File: config.mk
export PLATFORM = sky130hd
export DESIGN_NAME = hz_ctrl
export DESIGN_NICKNAME = d
export VERILOG_FILES = /design/src/rtl/hz_pkg.sv /design/src/rtl/hz_fwd_unit.sv /design/src/rtl/hz_branch_ctl.sv /design/src/rtl/hz_fetch_arb.sv /design/src/rtl/hz_ctrl.sv
export SDC_FILE = /design/constraint.sdc
export NUM_CORES = 1
export LEC_CHECK = 0
export BUFFER_PORTS_ARGS = -buffer_cell sky130_fd_sc_hd__buf_2
export CELL_PAD_IN_SITES_DETAIL_PLACEMENT = 0
export CELL_PAD_IN_SITES_GLOBAL_PLACEMENT = 1
export CORE_MARGIN = 1.5
export CORE_UTILIZATION = 26
export DETAILED_ROUTE_END_ITERATION = 10
export GPL_TIMING_DRIVEN = 0
export PLACE_DENSITY = 0.79
export SLEW_MARGIN = 20
export SYNTH_ARGS = -nofsm -noshare
export SYNTH_HDL_FRONTEND = slang
export SYNTH_SLANG_ARGS = --single-unit
File: constraint.sdc
create_clock -name clk -period 2.25 [get_ports clk]
set_input_delay 0.3375 -clock clk [delete_from_list [all_inputs] [get_ports clk]]
set_output_delay 0.3375 -clock clk [all_outputs]
set_load 0.02 [all_outputs]
File: src/rtl/hz_pkg.sv
package hz_pkg;

    localparam int NSTG   = 5;
    localparam int STG_IF = 0;
    localparam int STG_ID = 1;
    localparam int STG_OF = 2;
    localparam int STG_EX = 3;
    localparam int STG_WO = 4;

    localparam logic [NSTG-1:0] FL_ID    = NSTG'(1) << STG_ID;
    localparam logic [NSTG-1:0] FL_YOUNG = (NSTG'(1) << STG_ID) |
                                           (NSTG'(1) << STG_OF) |
                                           (NSTG'(1) << STG_EX);

    typedef enum logic [1:0] {
        POL_FREEZE  = 2'd0,
        POL_UNTAKEN = 2'd1,
        POL_TAKEN   = 2'd2
    } pol_e;

    typedef struct packed {
        pol_e pol;
        logic pend;
    } br_st_t;

    function automatic pol_e map_pol(input logic [1:0] raw);
        case (raw)
            2'd1:    map_pol = POL_UNTAKEN;
            2'd2:    map_pol = POL_TAKEN;
            default: map_pol = POL_FREEZE;
        endcase
    endfunction

endpackage

File: src/rtl/hz_fwd_unit.sv
module hz_fwd_unit
    import hz_pkg::*;
#(
    parameter int REG_W = 5,
    parameter int NSRC  = 2
) (
    input  logic                       clk,
    input  logic                       rst_n,
    input  logic                       of_vld_i,
    input  logic                       ex_vld_i,
    input  logic                       ex_wr_i,
    input  logic [REG_W-1:0]           ex_dst_i,
    input  logic [NSRC-1:0][REG_W-1:0] src_i,
    output logic [NSRC-1:0]            fwd_o
);

    logic ex_live;

    always_comb begin
        ex_live = of_vld_i && ex_vld_i && ex_wr_i && (ex_dst_i != '0);
    end

    for (genvar i = 0; i < NSRC; i++) begin : g_src
        always_comb begin
            fwd_o[i] = ex_live && (ex_dst_i == src_i[i]);
        end


        fwd_zero_chk: assert property (@(posedge clk) disable iff (!rst_n)
            fwd_o[i] |-> (src_i[i] != '0) && ex_vld_i && of_vld_i);
    end

endmodule

File: src/rtl/hz_branch_ctl.sv
module hz_branch_ctl
    import hz_pkg::*;
(
    input  logic            clk,
    input  logic            rst_n,
    input  logic [1:0]      pol_raw_i,
    input  logic            pipe_empty_i,
    input  logic            id_br_i,
    input  logic            ex_res_i,
    input  logic            ex_tkn_i,
    output logic            redirect_o,
    output logic            redir_tgt_o,
    output logic            br_hold_o,
    output logic [NSTG-1:0] br_flush_o
);

    br_st_t st_d, st_q;
    logic   idle;

    always_comb begin
        st_d        = st_q;
        redirect_o  = 1'b0;
        redir_tgt_o = 1'b0;
        br_hold_o   = 1'b0;
        br_flush_o  = '0;
        idle        = pipe_empty_i && !st_q.pend;

        if (idle) begin
            st_d.pol = map_pol(pol_raw_i);
        end

        case (st_q.pol)
            POL_FREEZE: begin
                if (ex_res_i) begin
                    redirect_o  = 1'b1;
                    redir_tgt_o = ex_tkn_i;
                    br_flush_o  = FL_ID;
                    st_d.pend   = 1'b0;
                end else if (st_q.pend || id_br_i) begin
                    br_hold_o   = 1'b1;
                    br_flush_o  = FL_ID;
                    st_d.pend   = 1'b1;
                end
            end
            POL_UNTAKEN: begin
                if (ex_res_i && ex_tkn_i) begin
                    redirect_o  = 1'b1;
                    redir_tgt_o = 1'b1;
                    br_flush_o  = FL_YOUNG;
                end
            end
            POL_TAKEN: begin
                if (ex_res_i && !ex_tkn_i) begin
                    redirect_o  = 1'b1;
                    redir_tgt_o = 1'b0;
                    br_flush_o  = FL_YOUNG;
                end else if (id_br_i) begin
                    redirect_o  = 1'b1;
                    redir_tgt_o = 1'b1;
                    br_flush_o  = FL_ID;
                end
            end
            default: begin
                st_d.pend = 1'b0;
            end
        endcase
    end

    always_ff @(posedge clk) begin
        if (!rst_n) begin
            st_q.pol  <= map_pol(pol_raw_i);
            st_q.pend <= 1'b0;
        end else begin
            st_q <= st_d;
        end
    end


    policy_hold_chk: assert property (@(posedge clk) disable iff (!rst_n)
        !(pipe_empty_i && !st_q.pend) |=> $stable(st_q.pol));


    freeze_wait_chk: assert property (@(posedge clk) disable iff (!rst_n)
        (st_q.pend && !ex_res_i) |-> br_hold_o && !redirect_o);


    redirect_bubble_chk: assert property (@(posedge clk) disable iff (!rst_n)
        redirect_o |-> br_flush_o[STG_ID] && !br_hold_o);

endmodule

File: src/rtl/hz_fetch_arb.sv
module hz_fetch_arb
    import hz_pkg::*;
(
    input  logic            clk,
    input  logic            rst_n,
    input  logic            of_vld_i,
    input  logic            of_mem_rd_i,
    input  logic            br_hold_i,
    input  logic [NSTG-1:0] br_flush_i,
    input  logic            redirect_i,
    output logic            fetch_hold_o,
    output logic [NSTG-1:0] flush_o
);

    logic port_clash;

    always_comb begin
        port_clash   = of_vld_i && of_mem_rd_i;
        fetch_hold_o = (port_clash || br_hold_i) && !redirect_i;
        flush_o      = br_flush_i;
        if (port_clash) begin
            flush_o = flush_o | FL_ID;
        end
    end


    port_conflict_chk: assert property (@(posedge clk) disable iff (!rst_n)
        (of_vld_i && of_mem_rd_i && !redirect_i) |-> fetch_hold_o && flush_o[STG_ID]);


    redirect_wins_chk: assert property (@(posedge clk) disable iff (!rst_n)
        redirect_i |-> !fetch_hold_o);

endmodule

File: src/rtl/hz_ctrl.sv
module hz_ctrl
    import hz_pkg::*;
#(
    parameter int REG_W = 5,
    parameter int NSRC  = 2
) (
    input  logic                       clk,
    input  logic                       rst_n,
    input  logic [1:0]                 policy_i,
    input  logic [NSTG-1:0]            stage_vld_i,
    input  logic                       of_mem_rd_i,
    input  logic                       id_is_br_i,
    input  logic                       ex_br_done_i,
    input  logic                       ex_br_taken_i,
    input  logic                       ex_wr_en_i,
    input  logic [REG_W-1:0]           ex_dst_i,
    input  logic [NSRC-1:0][REG_W-1:0] of_src_i,
    output logic                       fetch_hold_o,
    output logic [NSTG-1:0]            flush_o,
    output logic                       redirect_o,
    output logic                       redirect_tgt_o,
    output logic [NSRC-1:0]            fwd_sel_o
);

    logic            pipe_empty;
    logic            id_br;
    logic            ex_res;
    logic            br_hold;
    logic [NSTG-1:0] br_flush;

    always_comb begin
        pipe_empty = (stage_vld_i == '0);
        id_br      = stage_vld_i[STG_ID] && id_is_br_i;
        ex_res     = stage_vld_i[STG_EX] && ex_br_done_i;
    end

    hz_branch_ctl u_branch (
        .clk          (clk),
        .rst_n        (rst_n),
        .pol_raw_i    (policy_i),
        .pipe_empty_i (pipe_empty),
        .id_br_i      (id_br),
        .ex_res_i     (ex_res),
        .ex_tkn_i     (ex_br_taken_i),
        .redirect_o   (redirect_o),
        .redir_tgt_o  (redirect_tgt_o),
        .br_hold_o    (br_hold),
        .br_flush_o   (br_flush)
    );

    hz_fetch_arb u_arb (
        .clk          (clk),
        .rst_n        (rst_n),
        .of_vld_i     (stage_vld_i[STG_OF]),
        .of_mem_rd_i  (of_mem_rd_i),
        .br_hold_i    (br_hold),
        .br_flush_i   (br_flush),
        .redirect_i   (redirect_o),
        .fetch_hold_o (fetch_hold_o),
        .flush_o      (flush_o)
    );

    hz_fwd_unit #(.REG_W(REG_W), .NSRC(NSRC)) u_fwd (
        .clk      (clk),
        .rst_n    (rst_n),
        .of_vld_i (stage_vld_i[STG_OF]),
        .ex_vld_i (stage_vld_i[STG_EX]),
        .ex_wr_i  (ex_wr_en_i),
        .ex_dst_i (ex_dst_i),
        .src_i    (of_src_i),
        .fwd_o    (fwd_sel_o)
    );


    quiet_edge_chk: assert property (@(posedge clk) disable iff (!rst_n)
        !flush_o[STG_IF] && !flush_o[STG_WO]);

endmodule

-- Word-level counts from Yosys, hierarchy flattened
Cells that the tools add are included.
- bits in registers: 3
- latch bits: 0
- RAM bits: 0
- bits in read-only memories: 0
- input bits: 29
- output and inout bits: 10
- logic and storage cells: 57
- memories: 0
- $add $sub $neg: 0
- multipliers: 0
- divide/modulo/power cells: 0
- order comparisons: 0
- equal/unequal tests: 8
- shift-type cells: 0
- muxes and demuxes: 24
- bitwise gates (word level): 1
- reductions and logical operators: 22
- operators by type and width (operator ; number):
    $pmux W5 S3 ; 1
    $logic_and A1 B1 Y1 ; 12
    $mux W1 ; 11
    $eq A5 B5 Y1 ; 2
    $mux W5 ; 2
    $mux W2 ; 4
    $pmux W1 S3 ; 2
    $logic_not A5 Y1 ; 1
    $reduce_bool A5 Y1 ; 1
    $eq A2 B1 Y1 const B ; 2
    $eq A2 B2 Y1 const B ; 2
    $mux W4 ; 1
    $pmux W2 S2 ; 1
    $logic_not A1 Y1 ; 3
    $mux W3 ; 1
    $ne A3 B1 Y1 const B ; 1
    $logic_not A2 Y1 ; 1
    $logic_or A1 B1 Y1 ; 2
    $ne A2 B1 Y1 const B ; 1
    $pmux W1 S2 ; 1
    $reduce_and A2 Y1 ; 1
    $reduce_or A2 Y1 ; 1
    $not A1 Y1 ; 1

-- Logic depth before layout (Yosys ltp)
- depth after elaboration: 7
- gate-level depth with buffers: 6
- gate-level depth less buffers: 5

-- Hierarchy
From an unflattened synthesis, not the netlist that was laid out.
- cell total of the unflattened synthesis: 65
- area total of the unflattened synthesis: 508.0 um^2
- by module, submodules not included (module ; instances ; cells an instance ; area each (um^2) ; sequential area each (um^2)):
    hz_branch_ctl ; 1 ; 37 ; 305.3 ; 80.1
    hz_fwd_unit ; 1 ; 17 ; 132.6 ; 0.0
    hz_fetch_arb ; 1 ; 7 ; 46.3 ; 0.0
    hz_ctrl ; 1 ; 4 ; 23.8 ; 0.0

-- Least setup slack after synthesis
Ideal clock, no wire load.
- path type: reg2out
- start: register u_branch.st_q[1] in the netlist's numbering
- end: output port fetch_hold_o
- arrival time: 1.581 ns
- required time: 1.913 ns
- setup slack: 0.332 ns
- cell stages (with the launch flop): 5
- path buffers: 0
- cell sequence: edfxtp_1 ha_1 mux2_2 a211oi_1 a2bb2oi_1
- cells in the longest elaborated chain, start to end: 4
- elaborated cells on any way between the ends: 8
- classes of those cells: eq/ne: 2; mux: 2; reduce/logical: 4
- ends and longest elaborated chain (what ; RTL line ; RTL):
    start, declared ; hz_branch_ctl.sv:17 ; br_st_t st_d, st_q;
    start signal, assigned ; hz_branch_ctl.sv:74 ; st_q <= st_d;
    $eq A2 B2 Y1 (tied with other cells) ; hz_branch_ctl.sv:32 ; case (st_q.pol)
    $pmux W1 S3 or $mux W1 (tied branches) ; hz_branch_ctl.sv:32 ;
    $logic_not A1 Y1 or $logic_or A1 B1 Y1 (tied branches) ; hz_fetch_arb.sv:19 ; fetch_hold_o = (port_clash || br_hold_i) && !redirect_i;
    $logic_and A1 B1 Y1 * ; hz_fetch_arb.sv:19 ;
    end, declared ; hz_ctrl.sv:18 ; output logic fetch_hold_o,
Mark *: on every way between the ends. The rest lies on a longest branch, timed or not.

-- Worst setup path in the final report
Same ends and word-level chain as after synthesis.

==> results_dict.tcl <==
set metrics [dict create \
    ys_warn_count 0 \
    die_w_um 45.0 \
    cts-root-buf "clkbuf_4" \
    ant_nets 0 \
    pin_count 39 \
    fin_nets 131 \
    dr.pass1.iters 4 \
    cp_slowest_cell "edfxtp_1" \
    top_register "u_branch.st_q" \
    place_inst 110 \
    core.rowCount 15 \
    critPathBufInv 1 \
    core_area_um2 1690 \
    fin_skew_ns 0.000513 \
    htreeDepth 1 \
    grt_pass1_vias 518 \
    syn_area_um2 459 \
    ctsHoldBuffers 0 \
    finalHoldViolCount 0 \
    cts-buffers-inserted 3 \
    setup_violations 0 \
    area_growth_pct 51.5 \
    route.detailed.drc 0 \
    antenna_cells 0 \
    hp-class "in2reg" \
    clock_path_buffers 2 \
    crit_chain "ha_1, mux2_2, a211oi_2, a2bb2oi_1, buf_2" \
    antenna_found_initial 0 \
    drt-total-wl_um 1170 \
    powerDensity_nw_per_um2 402 \
    place_congestion 0.753 \
    grt_use_total_pct 12.5 \
    grt_max_degree 6 \
    avgSynthCellArea_um2 8.20 \
    crit_fanout 3 \
    reg_top3 "u_branch.st_q: 3 flops" \
    synthCells 56 \
    grt.overflow.total 0 \
    post-route-period-util_pct 93.9 \
    ys_seq_elements 3 \
    cts.clk_slew.worst_paths_ns 0.04 \
    ys_seq_area_share_pct 17.4 \
    largest_reg_flops 3 \
    peakVddDrop_mv 0.218 \
    run_status "finished clean" \
    hpwl_um 992 \
    vias 544 \
    fp.dieH_um 45.0 \
    max-cap-violations 0 \
    cts_tree "done" \
    cts.sinks 3 \
    fmax_ghz 0.473 \
    critPathRequiredTime_ns 1.91 \
    initialDrtViolationCount 5 \
    clock_latency_ns 0.23 \
    cp-end-kind "output port" \
    avgViaCountPerCell 4.77 \
    slowest_delay_ns 0.40 \
    die_area_um2 2030 \
    layout_min_cycle_time_ns 2.11 \
    crit_arrival_ns 1.78 \
    io_buffers 36 \
    p_leak_uw 0.000364 \
    grt_pass1_wl_um 1810 \
    synthDistinctLibCells 28 \
    critPathKind "reg2out" \
    wl_per_cell_um 10.3 \
    maxSlewViolCount 0 \
    cp_top_family "compound AO/OA/AOI/OAI gates" \
    final_cells 114 \
    drive_gt1_share_pct 46.4 \
    initial_utilization_pct 27.2 \
    setup_tns_ns 0 \
    rsz0062_at_grt "no" \
    worst_setup_path_start_kind "flop" \
]
==> through the flow <==
stage	hold WS (ns)	area, µm²	power (µW)	utilization (%)	setup slack [ns]
after global placement	0.552	664	185	39.3	0.320
final	0.386	696	280	41.2	0.137
after detailed placement	0.552	664	186	39.3	0.319
after CTS	0.380	691	284	40.9	0.0595
after global routing	0.392	696	301	41.2	0.0298
after floorplan	0.504	463	136	-	0.332
==> routing by layer <==
metal / GRT usage (%) / part of all wire, % / vias to the layer above
met1: 11.1 / 42 / 228
met4: 9.41 / 0 / 0
met3: 4.00 / 10 / 0
met5: 0 / 0 / -
met2: 22.9 / 48 / 34
li1: - / - / 282
==> placed cells by master, fill, tap and decap left out <==
master	n
buf_2	36
xnor2_1	6
xor2_1	4
ha_1	4
inv_1	3
nand2_1	3
nor2_1	3
nand3_1	3
buf_4	3
clkbuf_4	3
and3_1	2
nor2b_1	2
a21oi_1	2
or4_1	2
nor4_1	2
conb_1	2
edfxtp_1	2
and2_1	1
mux2_2	1
a211oi_1	1
nor3_1	1
a211oi_2	1
a21o_1	1
a2bb2oi_1	1
o21ai_0	1
a32oi_1	1
o31ai_1	1
o2111ai_2	1
a31oi_1	1
nor3b_1	1
clkbuf_1	1
dfxtp_1	1
==> area by class of cell <==
| class | instances | area (µm²) |
|---|---|---|
| fill | 183 | 993 |
| inverter | 3 | 11.3 |
| sequential | 3 | 80.1 |
| multi-input combinational | 48 | 354 |
| timing repair buffer | 36 | 180 |
| clock buffer | 4 | 26.3 |
| buffer | 3 | 22.5 |
| tap | 17 | 21.3 |
==> timing repair <==
| action | CTS | global route |
|---|---|---|
| resized for setup | 0 | 1 |
| endpoints found under the setup margin | 0 | 1 |
| setup buffers | 0 | 0 |
==> cell families (layout without fill, tap and decap cells) <==
| family | Yosys count | in the layout | share of synthesized area [%] |
|---|---|---|---|
| multiplexers | 1 | 1 | 2.45 |
| adder cells (fa/ha/maj) | 4 | 4 | 10.9 |
| other | 1 | 2 | 0.817 |
| XOR/XNOR | 10 | 10 | 19.1 |
| buffers and inverters | 6 | 46 | 7.36 |
| AND/OR/NAND/NOR | 20 | 20 | 23.7 |
| flip-flops | 3 | 3 | 17.4 |
| AO/OA/AOI/OAI | 11 | 11 | 18.3 |
==> where the power goes <==
| part | leakage, µW | internal, µW | switching (µW) |
|---|---|---|---|
| logic | 0.000321 | 57.4 | 62.1 |
| clock network | 0.0000150 | 66.4 | 26.8 |
| registers | 0.0000275 | 63.9 | 2.89 |
| total | 0.000364 | 188 | 91.8 |
==> final timing paths <==
path / to / cells past startpoint / slack (ns) / startpoint
max: fetch_hold_o / 5 / 0.14 / u_branch.st_q[1]$_DFFE_PP_
min: u_branch.st_q[0]$_SDFFE_PN0P_ / 2 / 0.39 / rst_n
max reg2reg: u_branch.st_q[1]$_DFFE_PP_ / 2 / 0.78 / u_branch.st_q[0]$_SDFFE_PN0P_
min reg2reg: u_branch.st_q[0]$_SDFFE_PN0P_ / 2 / 0.55 / u_branch.st_q[0]$_SDFFE_PN0P_
==> synthesized netlist by cell type <==
cell       count  area (µm²)
a2bb2oi_1      1        8.76
a211oi_1       2        15.0
conb_1         1        3.75
o31ai_1        1        7.51
a21o_1         1        7.51
xor2_1         4        35.0
nor3b_1        1        7.51
a21oi_1        2        10.0
mux2_2         1        11.3
or4_1          2        15.0
nor2_1         3        11.3
a32oi_1        1        8.76
a31oi_1        1        6.26
and2_1         1        6.26
nor3_1         1        5.00
nor4_1         2        12.5
buf_4          3        22.5
dfxtp_1        1        20.0
and3_1         2        12.5
edfxtp_1       2        60.1
o2111ai_2      1        15.0
nor2b_1        2        12.5
ha_1           4        50.1
xnor2_1        6        52.6
inv_1          3        11.3
nand3_1        3        15.0
o21ai_0        1        5.00
nand2_1        3        11.3
Note: power is estimated with default switching activity, not from simulation.
